## config.mk

```make
export PLATFORM = sky130hd
export DESIGN_NAME = sshift_ctrl
export DESIGN_NICKNAME = d
export VERILOG_FILES = /design/src/rtl/sshift_pkg.sv /design/src/rtl/sshift_clkgen.sv /design/src/rtl/sshift_seq.sv /design/src/rtl/sshift_datapath.sv /design/src/rtl/sshift_ctrl.sv
export SDC_FILE = /design/constraint.sdc
export NUM_CORES = 1
export LEC_CHECK = 0
export ABC_AREA = 1
export BUFFER_PORTS_ARGS = -buffer_cell sky130_fd_sc_hd__buf_2
export CAP_MARGIN = 20
export CORE_MARGIN = 2
export CORE_UTILIZATION = 45
export CTS_CLUSTER_DIAMETER = 100
export DETAILED_ROUTE_END_ITERATION = 12
export PLACE_DENSITY = 0.74
export SETUP_SLACK_MARGIN = 0.02
export SLEW_MARGIN = 20
export SYNTH_ARGS = -nofsm -noshare
export SYNTH_HDL_FRONTEND = slang
export SYNTH_SLANG_ARGS = --single-unit
```

## constraint.sdc

```tcl
create_clock -name clk -period 2.3 [get_ports clk]
set_input_delay 0.345 -clock clk [delete_from_list [all_inputs] [get_ports clk]]
set_output_delay 0.345 -clock clk [all_outputs]
set_load 0.02 [all_outputs]
```

## src/rtl/sshift_pkg.sv

```systemverilog
// Package: shared encodings for the serial shift port controller.
// Assumes the phase codes are visible at the top port and are relied on by
// software and by the bench.
package sshift_pkg;

    typedef enum logic [1:0] {
        PH_IDLE  = 2'b00,
        PH_ARMED = 2'b01,
        PH_SHIFT = 2'b10
    } phase_t;

    typedef enum logic [1:0] {
        OP_FREE = 2'b00,
        OP_TX   = 2'b01,
        OP_RX   = 2'b10,
        OP_TRX  = 2'b11
    } op_t;

endpackage

```

## src/rtl/sshift_clkgen.sv

```systemverilog
// Module: transfer clock front end.
// Synchronises the external clock pin and turns its edges into one-cycle
// events. Also generates the internal clock from the prescaler tick: a burst
// of DATA_W low pulses, or a free-running square wave in continuous mode.
// Assumes tick is a single-cycle enable and that sck_pin idles high.
module sshift_clkgen #(
    parameter int DATA_W      = 8,
    parameter int SYNC_STAGES = 2
) (
    input  logic clk,
    input  logic rst_n,
    input  logic tick,
    input  logic sck_pin,
    input  logic use_int,
    input  logic cont,
    input  logic launch,
    input  logic halt,
    output logic sck_lvl,
    output logic fall_ev,
    output logic rise_ev
);
    localparam int PW = $clog2(DATA_W + 1);

    logic [SYNC_STAGES:0] sync_q;
    logic                 pin_now;
    logic                 pin_prev;
    logic                 run_q;
    logic                 lvl_q;
    logic [PW-1:0]        falls_q;
    logic                 gen_go;

    // Synchroniser chain plus one history flop for edge detection.
    always_ff @(posedge clk) begin
        if (!rst_n) sync_q <= '1;
        else        sync_q <= {sync_q[SYNC_STAGES-1:0], sck_pin};
    end

    assign pin_now  = sync_q[SYNC_STAGES-1];
    assign pin_prev = sync_q[SYNC_STAGES];

    // Internal clock generator: toggles on tick, stops after DATA_W pulses.
    always_ff @(posedge clk) begin
        if (!rst_n) begin
            run_q   <= 1'b0;
            lvl_q   <= 1'b1;
            falls_q <= '0;
        end else if (halt) begin
            run_q   <= 1'b0;
            lvl_q   <= 1'b1;
            falls_q <= '0;
        end else if (launch) begin
            run_q   <= 1'b1;
            lvl_q   <= 1'b1;
            falls_q <= '0;
        end else if (tick && run_q) begin
            lvl_q <= ~lvl_q;
            if (lvl_q && !cont)
                falls_q <= falls_q + 1'b1;
            if (!lvl_q && !cont && falls_q == PW'(DATA_W))
                run_q <= 1'b0;
        end
    end

    // Edge events, taken from the generator or from the synchronised pin.
    always_comb begin
        gen_go = tick & run_q & ~halt & ~launch;
        if (use_int) begin
            fall_ev = gen_go & lvl_q;
            rise_ev = gen_go & ~lvl_q;
        end else begin
            fall_ev = pin_prev & ~pin_now;
            rise_ev = ~pin_prev & pin_now;
        end
    end

    assign sck_lvl = lvl_q;

endmodule

```

## src/rtl/sshift_seq.sv

```systemverilog
// Module: phase sequencer and bit counter.
// Tracks idle / armed / shift and counts qualified falling edges. It raises
// the sticky interrupt flag on a completed byte, or when a transfer is cut
// short by a start or a forced idle.
// Assumes force_idle and start_ok are never high together.
module sshift_seq
    import sshift_pkg::*;
#(
    parameter int DATA_W = 8
) (
    input  logic   clk,
    input  logic   rst_n,
    input  logic   force_idle,
    input  logic   start_ok,
    input  logic   fall_ev,
    input  logic   cont,
    input  logic   irq_clr,
    output phase_t phase,
    output logic   irq,
    output logic   shift_ev,
    output logic   irq_set
);
    localparam int            CW   = $clog2(DATA_W);
    localparam logic [CW-1:0] LAST = CW'(DATA_W - 1);

    logic [CW-1:0] cnt_q;
    logic          wrap;

    // Qualify clock edges and decide when the flag must be raised.
    always_comb begin
        shift_ev = fall_ev & ~cont & (phase != PH_IDLE) & ~force_idle & ~start_ok;
        wrap     = shift_ev & (phase == PH_SHIFT) & (cnt_q == LAST);
        irq_set  = wrap | ((force_idle | start_ok) & (phase == PH_SHIFT));
    end

    // Phase and bit counter update; forced idle outranks start, start outranks edges.
    always_ff @(posedge clk) begin
        if (!rst_n) begin
            phase <= PH_IDLE;
            cnt_q <= '0;
        end else if (force_idle) begin
            phase <= PH_IDLE;
            cnt_q <= '0;
        end else if (start_ok) begin
            phase <= PH_ARMED;
            cnt_q <= '0;
        end else if (shift_ev) begin
            cnt_q <= wrap ? '0 : cnt_q + 1'b1;
            phase <= wrap ? PH_ARMED : PH_SHIFT;
        end
    end

    // Sticky interrupt flag; a set beats a clear in the same cycle.
    always_ff @(posedge clk) begin
        if (!rst_n)       irq <= 1'b0;
        else if (irq_set) irq <= 1'b1;
        else if (irq_clr) irq <= 1'b0;
    end

endmodule

```

## src/rtl/sshift_datapath.sv

```systemverilog
// Module: shift register and serial data pins.
// On each qualified falling edge it drives bit 0 to sdo and rotates the
// register right. On the next rising edge the received bit replaces the top bit.
// Assumes sdi is stable around the rising edge that samples it.
module sshift_datapath #(
    parameter int DATA_W = 8
) (
    input  logic              clk,
    input  logic              rst_n,
    input  logic              load,
    input  logic [DATA_W-1:0] load_data,
    input  logic              shift_ev,
    input  logic              rise_ev,
    input  logic              flush,
    input  logic              tx_en,
    input  logic              rx_en,
    input  logic              sdi,
    output logic [DATA_W-1:0] shreg,
    output logic              sdo
);
    logic pend_q;

    // Shift register: host load, rotate on falling edge, capture on rising edge.
    always_ff @(posedge clk) begin
        if (!rst_n)                       shreg <= '0;
        else if (load)                    shreg <= load_data;
        else if (shift_ev)                shreg <= {shreg[0], shreg[DATA_W-1:1]};
        else if (rise_ev && pend_q && rx_en) shreg[DATA_W-1] <= sdi;
    end

    // Pending-sample flag linking each falling edge to the next rising edge.
    always_ff @(posedge clk) begin
        if (!rst_n)        pend_q <= 1'b0;
        else if (flush)    pend_q <= 1'b0;
        else if (shift_ev) pend_q <= 1'b1;
        else if (rise_ev)  pend_q <= 1'b0;
    end

    // Serial output: updated only when transmitting, otherwise held.
    always_ff @(posedge clk) begin
        if (!rst_n)                 sdo <= 1'b1;
        else if (shift_ev && tx_en) sdo <= shreg[0];
    end

endmodule

```

## src/rtl/sshift_ctrl.sv

```systemverilog
// Module: top of the serial shift port controller.
// Holds the mode register, detects changes of the port enable and wires the
// clock front end, the sequencer and the datapath together.
// Assumes host strobes are single-cycle and synchronous to clk.
module sshift_ctrl
    import sshift_pkg::*;
#(
    parameter int DATA_W      = 8,
    parameter int SYNC_STAGES = 2
) (
    input  logic              clk,
    input  logic              rst_n,
    input  logic              port_en,
    input  logic              mode_wr,
    input  logic [1:0]        mode_op,
    input  logic              mode_intclk,
    input  logic              start,
    input  logic              data_wr,
    input  logic [DATA_W-1:0] data_wdata,
    output logic [DATA_W-1:0] data_rdata,
    output logic              irq,
    input  logic              irq_clr,
    input  logic              tick,
    output logic [1:0]        phase,
    input  logic              sck_i,
    output logic              sck_o,
    output logic              sck_oe,
    output logic              sdo,
    input  logic              sdi
);
    logic [1:0] op_q;
    logic       intclk_q;
    logic       port_q;
    logic       port_chg;
    logic       force_idle;
    logic       start_ok;
    logic       cont;
    logic       use_int;
    logic       launch;
    logic       fall_ev;
    logic       rise_ev;
    logic       shift_ev;
    logic       irq_set;
    phase_t     phase_w;

    // Mode register and port enable history.
    always_ff @(posedge clk) begin
        if (!rst_n) begin
            op_q     <= OP_FREE;
            intclk_q <= 1'b0;
            port_q   <= 1'b0;
        end else begin
            port_q <= port_en;
            if (mode_wr) begin
                op_q     <= mode_op;
                intclk_q <= mode_intclk;
            end
        end
    end

    // Control decode shared by the sub-blocks.
    always_comb begin
        port_chg   = port_en ^ port_q;
        force_idle = mode_wr | port_chg | ~port_en;
        start_ok   = start & port_en & ~mode_wr & ~port_chg;
        cont       = port_en & (op_q == OP_FREE);
        use_int    = intclk_q | (op_q == OP_FREE);
        launch     = start_ok & use_int;
    end

    sshift_clkgen #(
        .DATA_W      (DATA_W),
        .SYNC_STAGES (SYNC_STAGES)
    ) u_clkgen (
        .clk     (clk),
        .rst_n   (rst_n),
        .tick    (tick),
        .sck_pin (sck_i),
        .use_int (use_int),
        .cont    (cont),
        .launch  (launch),
        .halt    (force_idle),
        .sck_lvl (sck_o),
        .fall_ev (fall_ev),
        .rise_ev (rise_ev)
    );

    sshift_seq #(
        .DATA_W (DATA_W)
    ) u_seq (
        .clk        (clk),
        .rst_n      (rst_n),
        .force_idle (force_idle),
        .start_ok   (start_ok),
        .fall_ev    (fall_ev),
        .cont       (cont),
        .irq_clr    (irq_clr),
        .phase      (phase_w),
        .irq        (irq),
        .shift_ev   (shift_ev),
        .irq_set    (irq_set)
    );

    sshift_datapath #(
        .DATA_W (DATA_W)
    ) u_dp (
        .clk       (clk),
        .rst_n     (rst_n),
        .load      (data_wr),
        .load_data (data_wdata),
        .shift_ev  (shift_ev),
        .rise_ev   (rise_ev),
        .flush     (force_idle | start_ok),
        .tx_en     (op_q[0]),
        .rx_en     (op_q[1]),
        .sdi       (sdi),
        .shreg     (data_rdata),
        .sdo       (sdo)
    );

    assign phase  = phase_w;
    assign sck_oe = port_en & use_int;

endmodule

```

* After elaboration in Yosys (flattened, before gate mapping) *
Cells that the tools add are included.

word-level totals
  register bits after elaboration = 29
  bits of input ports = 21
  logic and storage cells = 98

operators by class
  add/sub/neg operators = 2
  equality and inequality tests = 3
  mux-type cells = 17
  bitwise gates (word level) = 37
  reduce and logical (&&, ||, !) cells = 24

operator list
  kind                                                           number
  1-bit AND                                                      20
  2-bit nonzero test                                             7
  1-bit 2-to-1 mux                                               13
  1-bit NOT                                                      11
  8-bit 2-to-1 mux                                               1
  1-bit logical AND                                              7
  7-bit 2-to-1 mux                                               1
  3-bit OR reduction                                             2
  1-bit bitwise OR                                               5
  4-bit by 1-bit adder with 4-bit output, second input constant  1
  4-bit == test, second input constant                           1
  2-bit AND reduction                                            2
  2-bit OR reduction                                             2
  3-bit by 1-bit adder with 3-bit output, second input constant  1
  3-bit == test, second input constant                           1
  3-bit 2-to-1 mux                                               1
  3-bit nonzero test                                             1
  2-bit == test, second input constant                           1
  1-bit logical NOT                                              2
  2-bit logical NOT                                              1
  2-bit 2-to-1 mux                                               1
  1-bit bitwise XOR                                              1

* Longest topological paths before layout *
  depth after elaboration = 17
  mapped depth = 12
  depth with buffers taken out = 11

* Modules after synthesis *
From an unflattened synthesis, not the netlist that was laid out.

unflattened totals
  cell total of the unflattened synthesis = 207
  area, all modules = 1458.9 sq um

modules (own cells, without submodules)
  module           instances  cells an instance  area each (sq um)  sequential area each (sq um)
  sshift_datapath  1          69                 494.2              200.2
  sshift_clkgen    1          63                 440.4              180.2
  sshift_seq       1          47                 342.8              120.1
  sshift_ctrl      1          28                 181.4              80.1

* Worst setup path after synthesis *
Ideal clock, no wire load.

  path type = register to register
  start = register u_seq.phase[0]
  end = register u_dp.shreg[7]
  library setup time = 115 ps
  data arrival time = 1336 ps
  data required time = 2185 ps
  slack = 849 ps
  cell stages (with the launch flop) = 11
  buffers on the path = 1
  clock period less this slack = 1451 ps
  cell sequence = dfxtp_1 > nor2_1 > nor2_4 > nand2_2 > nor2_4 > nand3_4 > buf_6 > nand3_1 > nand2_1 > nor2_1 > nor2_1

between the ends
  cells in the longest elaborated chain, start to end = 6
  elaborated cells on any way between the ends = 7
  those cells by class = mux: 2; bitwise: 3; reduce/logical: 2

RTL lines
  element                          line                   RTL
  from (decl)                      sshift_seq.sv:18       output phase_t phase,
  from (signal assigned)           sshift_seq.sv:49       phase <= wrap ? PH_ARMED : PH_SHIFT;
  2-bit nonzero test *             sshift_seq.sv:31       shift_ev = fall_ev & ~cont & (phase != PH_IDLE) & ~force_idle & ~start_ok;
  1-bit AND * (3 in series)        sshift_seq.sv:31
  1-bit 2-to-1 mux                 sshift_datapath.sv:27  else if (shift_ev) shreg <= {shreg[0], shreg[DATA_W-1:1]};
  8-bit 2-to-1 mux                 sshift_datapath.sv:26  else if (load) shreg <= load_data;
  to (signal assigned)             sshift_datapath.sv:26
  to (signal assigned)             sshift_datapath.sv:27
  to (signal, indexed assignment)  sshift_datapath.sv:28  else if (rise_ev && pend_q && rx_en) shreg[DATA_W-1] <= sdi;
  to (decl)                        sshift_datapath.sv:18  output logic [DATA_W-1:0] shreg,

Mark *: on every way between the ends. The rest lies on a longest branch, timed or not.
A chain may end at the register's enable or synchronous reset.

* Worst setup path in the final report *
  start = register op_q[1]
  end = register u_dp.shreg[3]

between the ends
  cells in the longest elaborated chain, start to end = 12
  elaborated cells on any way between the ends = 14
  those cells by class = mux: 1; bitwise: 11; reduce/logical: 2

RTL lines
  element                         line                                  RTL
  from (decl)                     sshift_ctrl.sv:31                     logic [1:0] op_q;
  from (signal assigned)          sshift_ctrl.sv:55                     op_q <= mode_op;
  2-bit logical NOT *             sshift_ctrl.sv:66, sshift_ctrl.sv:67
  1-bit bitwise OR                sshift_ctrl.sv:67                     use_int = intclk_q | (op_q == OP_FREE);
  1-bit AND                       sshift_ctrl.sv:68                     launch = start_ok & use_int;
  1-bit NOT                       sshift_clkgen.sv:66                   gen_go = tick & run_q & ~halt & ~launch;
  1-bit AND                       sshift_clkgen.sv:66
  1-bit AND                       sshift_clkgen.sv:68                   fall_ev = gen_go & lvl_q;
  1-bit 2-to-1 mux                sshift_clkgen.sv:67                   if (use_int) begin
  1-bit AND * (4 in series)       sshift_seq.sv:31
  2-bit nonzero test (no line) *  -

Marks and branches as above.

==> summary by stage <==
Status
The flow ran to the end, and the final reports show no timing, DRC or antenna violations.

Synth
In this run, synthesis produced a sequential element count of 29. The gate count of the mapped netlist is between 150 and 200. The mean instance size in the synthesized netlist is 7.46 um2.

Sorting the synthesized cells by how often they occur yields nand2_1 (35), dfxtp_1 (29), nor2_1 (27). Summed over all instances, the cell type with the most area after synthesis is dfxtp_1. The number of warnings reported in the yosys synthesis log is 0.

The fraction of the yosys area taken by sequential cells is 0.401. The leading register cell type out of synthesis is dfxtp_1. Of the post-synthesis cell area, the dominant cell type holds 0.401.

Among all cell types in the netlist, the one instantiated most often is nand2_1. Of all flip-flops after synthesis, the portion carrying an async set or reset was 0. The netlist uses 29 different library cells. The synthesized cell area is 1450 um2.

By area the synthesized netlist is led by dfxtp_1 (40%), nand2_1 (9.1%), nor2_1 (7.0%). The number of nets in the synthesized netlist is 219. The number of enable-type register cells in the synthesized netlist is 0.

STA
The total setup violations reported at the end of the flow is 0. The worst clock skew on the final layout is 0.00646 ns. The number of hold-slack violations in the final timing report is 0.

Subtracting the final worst setup slack from the clock period gives approximately 1.6 ns. Timing would allow up to roughly 0.63 GHz. At the pin with the least slew margin, the transition time is 0.345 ns. In the finished design, the share of the clock period the worst path needs comes to 0.686. The relative slew slack is 0.770. After routing, the total negative slack on setup checks comes to 0 ns. The final number of max-transition violations is 0. Setup repair after global routing left no endpoint under its margin.

Worst setup path
The worst setup path is launched from a register. The largest single stage delay on the critical path is 0.35 ns. The endpoint type of the worst setup path is a register. Data on the critical path is required at its endpoint by around 2.5 ns. The critical path data arrival time is 1.78 ns. The number of buffers and inverters on the critical path is 2.

The startpoint-to-endpoint class of the critical path is reg -> reg. Walking the worst path, the cells encountered are nor2_2, nor2_4, nand2_2, inv_2, nor2_4, nand3_4, nand2_2, inv_2, a21oi_1, nor2_1. The slowest stage of the critical path belongs to the cell dfxtp_1. The cell family with the largest share of critical-path delay is simple AND/OR/NAND/NOR gates. Of all nets on the critical path, the largest fanout is 13.

Clock tree
The clock latency on the worst-skew pair is 0.32 ns. The clock drives 29 sinks. The tree is rooted in a clkbuf_4. The post-cts repair resize count is 0. The post-CTS setup repair buffer count is 0. The clock transition at the register clock pins on the worst setup and hold paths after CTS is approximately 0.08 ns.

For this design, the CTS-stage hold fixing added 0 buffers. In this run, CTS created clock tree buffers numbering 5. The TritonCTS clock tree is built. The CTS H-tree depth is 2. The buffer depth of the longest clock path is 2.

Drt
The post-route DRC violation count is 0. The average wire per cell in the routed design is 10.3 um. After the first detailed-routing iteration, the DRC count stood at 44. The total routed wirelength is approximately 2900 um. Using the TritonRoute via totals, the vias-per-cell ratio works out to 4.71. The number of nets with antenna violations after routing is 0. Across all layers, the routed design uses 1299 vias.

The pre-antenna-repair detailed-routing pass consisted of 4 iterations.

Place
The final weighted congestion in routability-driven placement is 0.828. The number of cells in the design after placement is 269. Summing all placed instances gives a cell area of 1640 um2.

After legalization and detailed placement, the total HPWL measured ~2200 um. The count of buffers inserted at the top-level ports is 34.

Cells and area
The final antenna diode count is 0. The number of cells in the finished layout apart from fillers is 276. The count of fill cells added during filler insertion is 337. The layout overhead on the synthesized area is 17.3%.

After routing the design area is 1700 um2. In the final layout, the share of cells above drive strength 1 is 0.276. The number of nets in the layout is approximately 260.

Floorplanning
After floorplanning, the core was sized to cover approximately 3100 um2. In this run the count of I/O pins placed on the die edge is 35. The initial utilization of the core area, before any placement, comes to 0.474.

The total die area is 3680 um2. The horizontal die dimension is 60.7 um. The die height is between 60 and 70 um.

The number of rows created at floorplan is 20.

GRT
Entering global routing, the biggest net connects 14 pins. The number of global-route vias before repair is 1177. The total routing usage reported by global routing is 0.185. The global-route wire length before repair is 5040 um. The number of antenna violations at the first check in global routing is 0. For this run the aggregate overflow at the end of global routing stands at 0.

Pwr
Power spread over the standard cell area amounts to 562 nW/um2. In this run the static leakage power is 0.000833 uW. The worst voltage drop across the vdd grid is 0.347 mV.

Job
The total of max-cap violations is 0.

Min path
The classification of the worst-slack hold path is in -> reg.
## metrics by stage
stage                util  hold WS [ns]  power (uW)  setup slack, ns
floorplan               -         0.393         615            0.849
global placement    0.538         0.394         654            0.632
detailed placement  0.538         0.398         656            0.578
CTS                 0.556         0.204         961            0.718
global route        0.556         0.191        1000            0.494
finish              0.556         0.209         954            0.723
## layer usage
layer / vias to the layer above / global-route usage / part of all wire
li1: 694 / - / -
met1: 561 / 0.246 / 0.48
met2: 36 / 0.284 / 0.44
met3: 8 / 0.0448 / 0.059
met4: 0 / 0.0839 / 0.018
met5: - / 0 / 0
## registers in the layout, indices dropped and copies added (netlist names)
register	cells
u_dp.shreg	8
u_seq.phase	2
u_dp.sdo	1
u_clkgen.sync_q	3
port_q	1
u_clkgen.sck_lvl	1
u_clkgen.run_q	1
op_q	2
u_seq.irq	1
u_dp.pend_q	1
intclk_q	1
u_clkgen.falls_q	4
u_seq.cnt_q	3
## layout make-up
class / instances / area [um2] / share of cell area
timing repair buffer: 34 / 170 / 0.100
sequential: 29 / 581 / 0.342
inverter: 27 / 101 / 0.0597
clock buffer: 7 / 55.1 / 0.0324
multi-input combinational: 135 / 734 / 0.433
tap: 44 / 55.1 / 0.0324
## report_power, final
part / total [uW] / switching, uW / internal [uW]
logic: 113 / 70.0 / 43.2
clock network: 310 / 166 / 144
registers: 530 / 12.9 / 517
total: 954 / 249 / 705
## placed cells by master, fill, tap and decap left out
master | synthesis | final
o211a_1 | 1 | 1
clkbuf_4 | 0 | 5
nand3_4 | 2 | 2
nor2_4 | 4 | 4
nor2_1 | 27 | 27
buf_2 | 1 | 34
a21oi_1 | 15 | 15
or2_2 | 3 | 3
o21ai_2 | 4 | 4
clkbuf_1 | 0 | 1
nor2_2 | 1 | 1
nand4_1 | 3 | 3
nand2_1 | 35 | 35
dfxtp_1 | 29 | 29
mux2i_1 | 1 | 1
o21a_1 | 1 | 1
inv_2 | 3 | 3
clkinv_1 | 1 | 1
o21ai_1 | 1 | 1
o21ai_0 | 9 | 9
nand2_2 | 5 | 5
nand3_1 | 13 | 13
o21bai_1 | 1 | 1
inv_1 | 23 | 23
nand3_2 | 1 | 1
ha_1 | 4 | 4
nor3_1 | 2 | 2
nor3b_1 | 1 | 1
clkbuf_8 | 1 | 1
a21oi_2 | 1 | 1
## worst paths after layout
check                           slack (ns)                from                 end  cells past startpoint
worst max-delay path                  0.72             op_q[1]       u_dp.shreg[3]                     10
worst min-delay path                  0.21               sck_i  u_clkgen.sync_q[0]                      2
worst max register to register        0.72             op_q[1]       u_dp.shreg[3]                     10
worst min register to register        0.42  u_clkgen.sync_q[0]  u_clkgen.sync_q[1]                      1
## kinds of logic after synthesis
kind of cell | after synthesis | synth area share
multiplexers | 1 | 0.00692
AO/OA/AOI/OAI | 33 | 0.134
buffers and inverters | 30 | 0.0908
adder cells (fa/ha/maj) | 4 | 0.0346
AND/OR/NAND/NOR | 97 | 0.332
flip-flops | 29 | 0.401
Power figures use the tool's default switching activity.
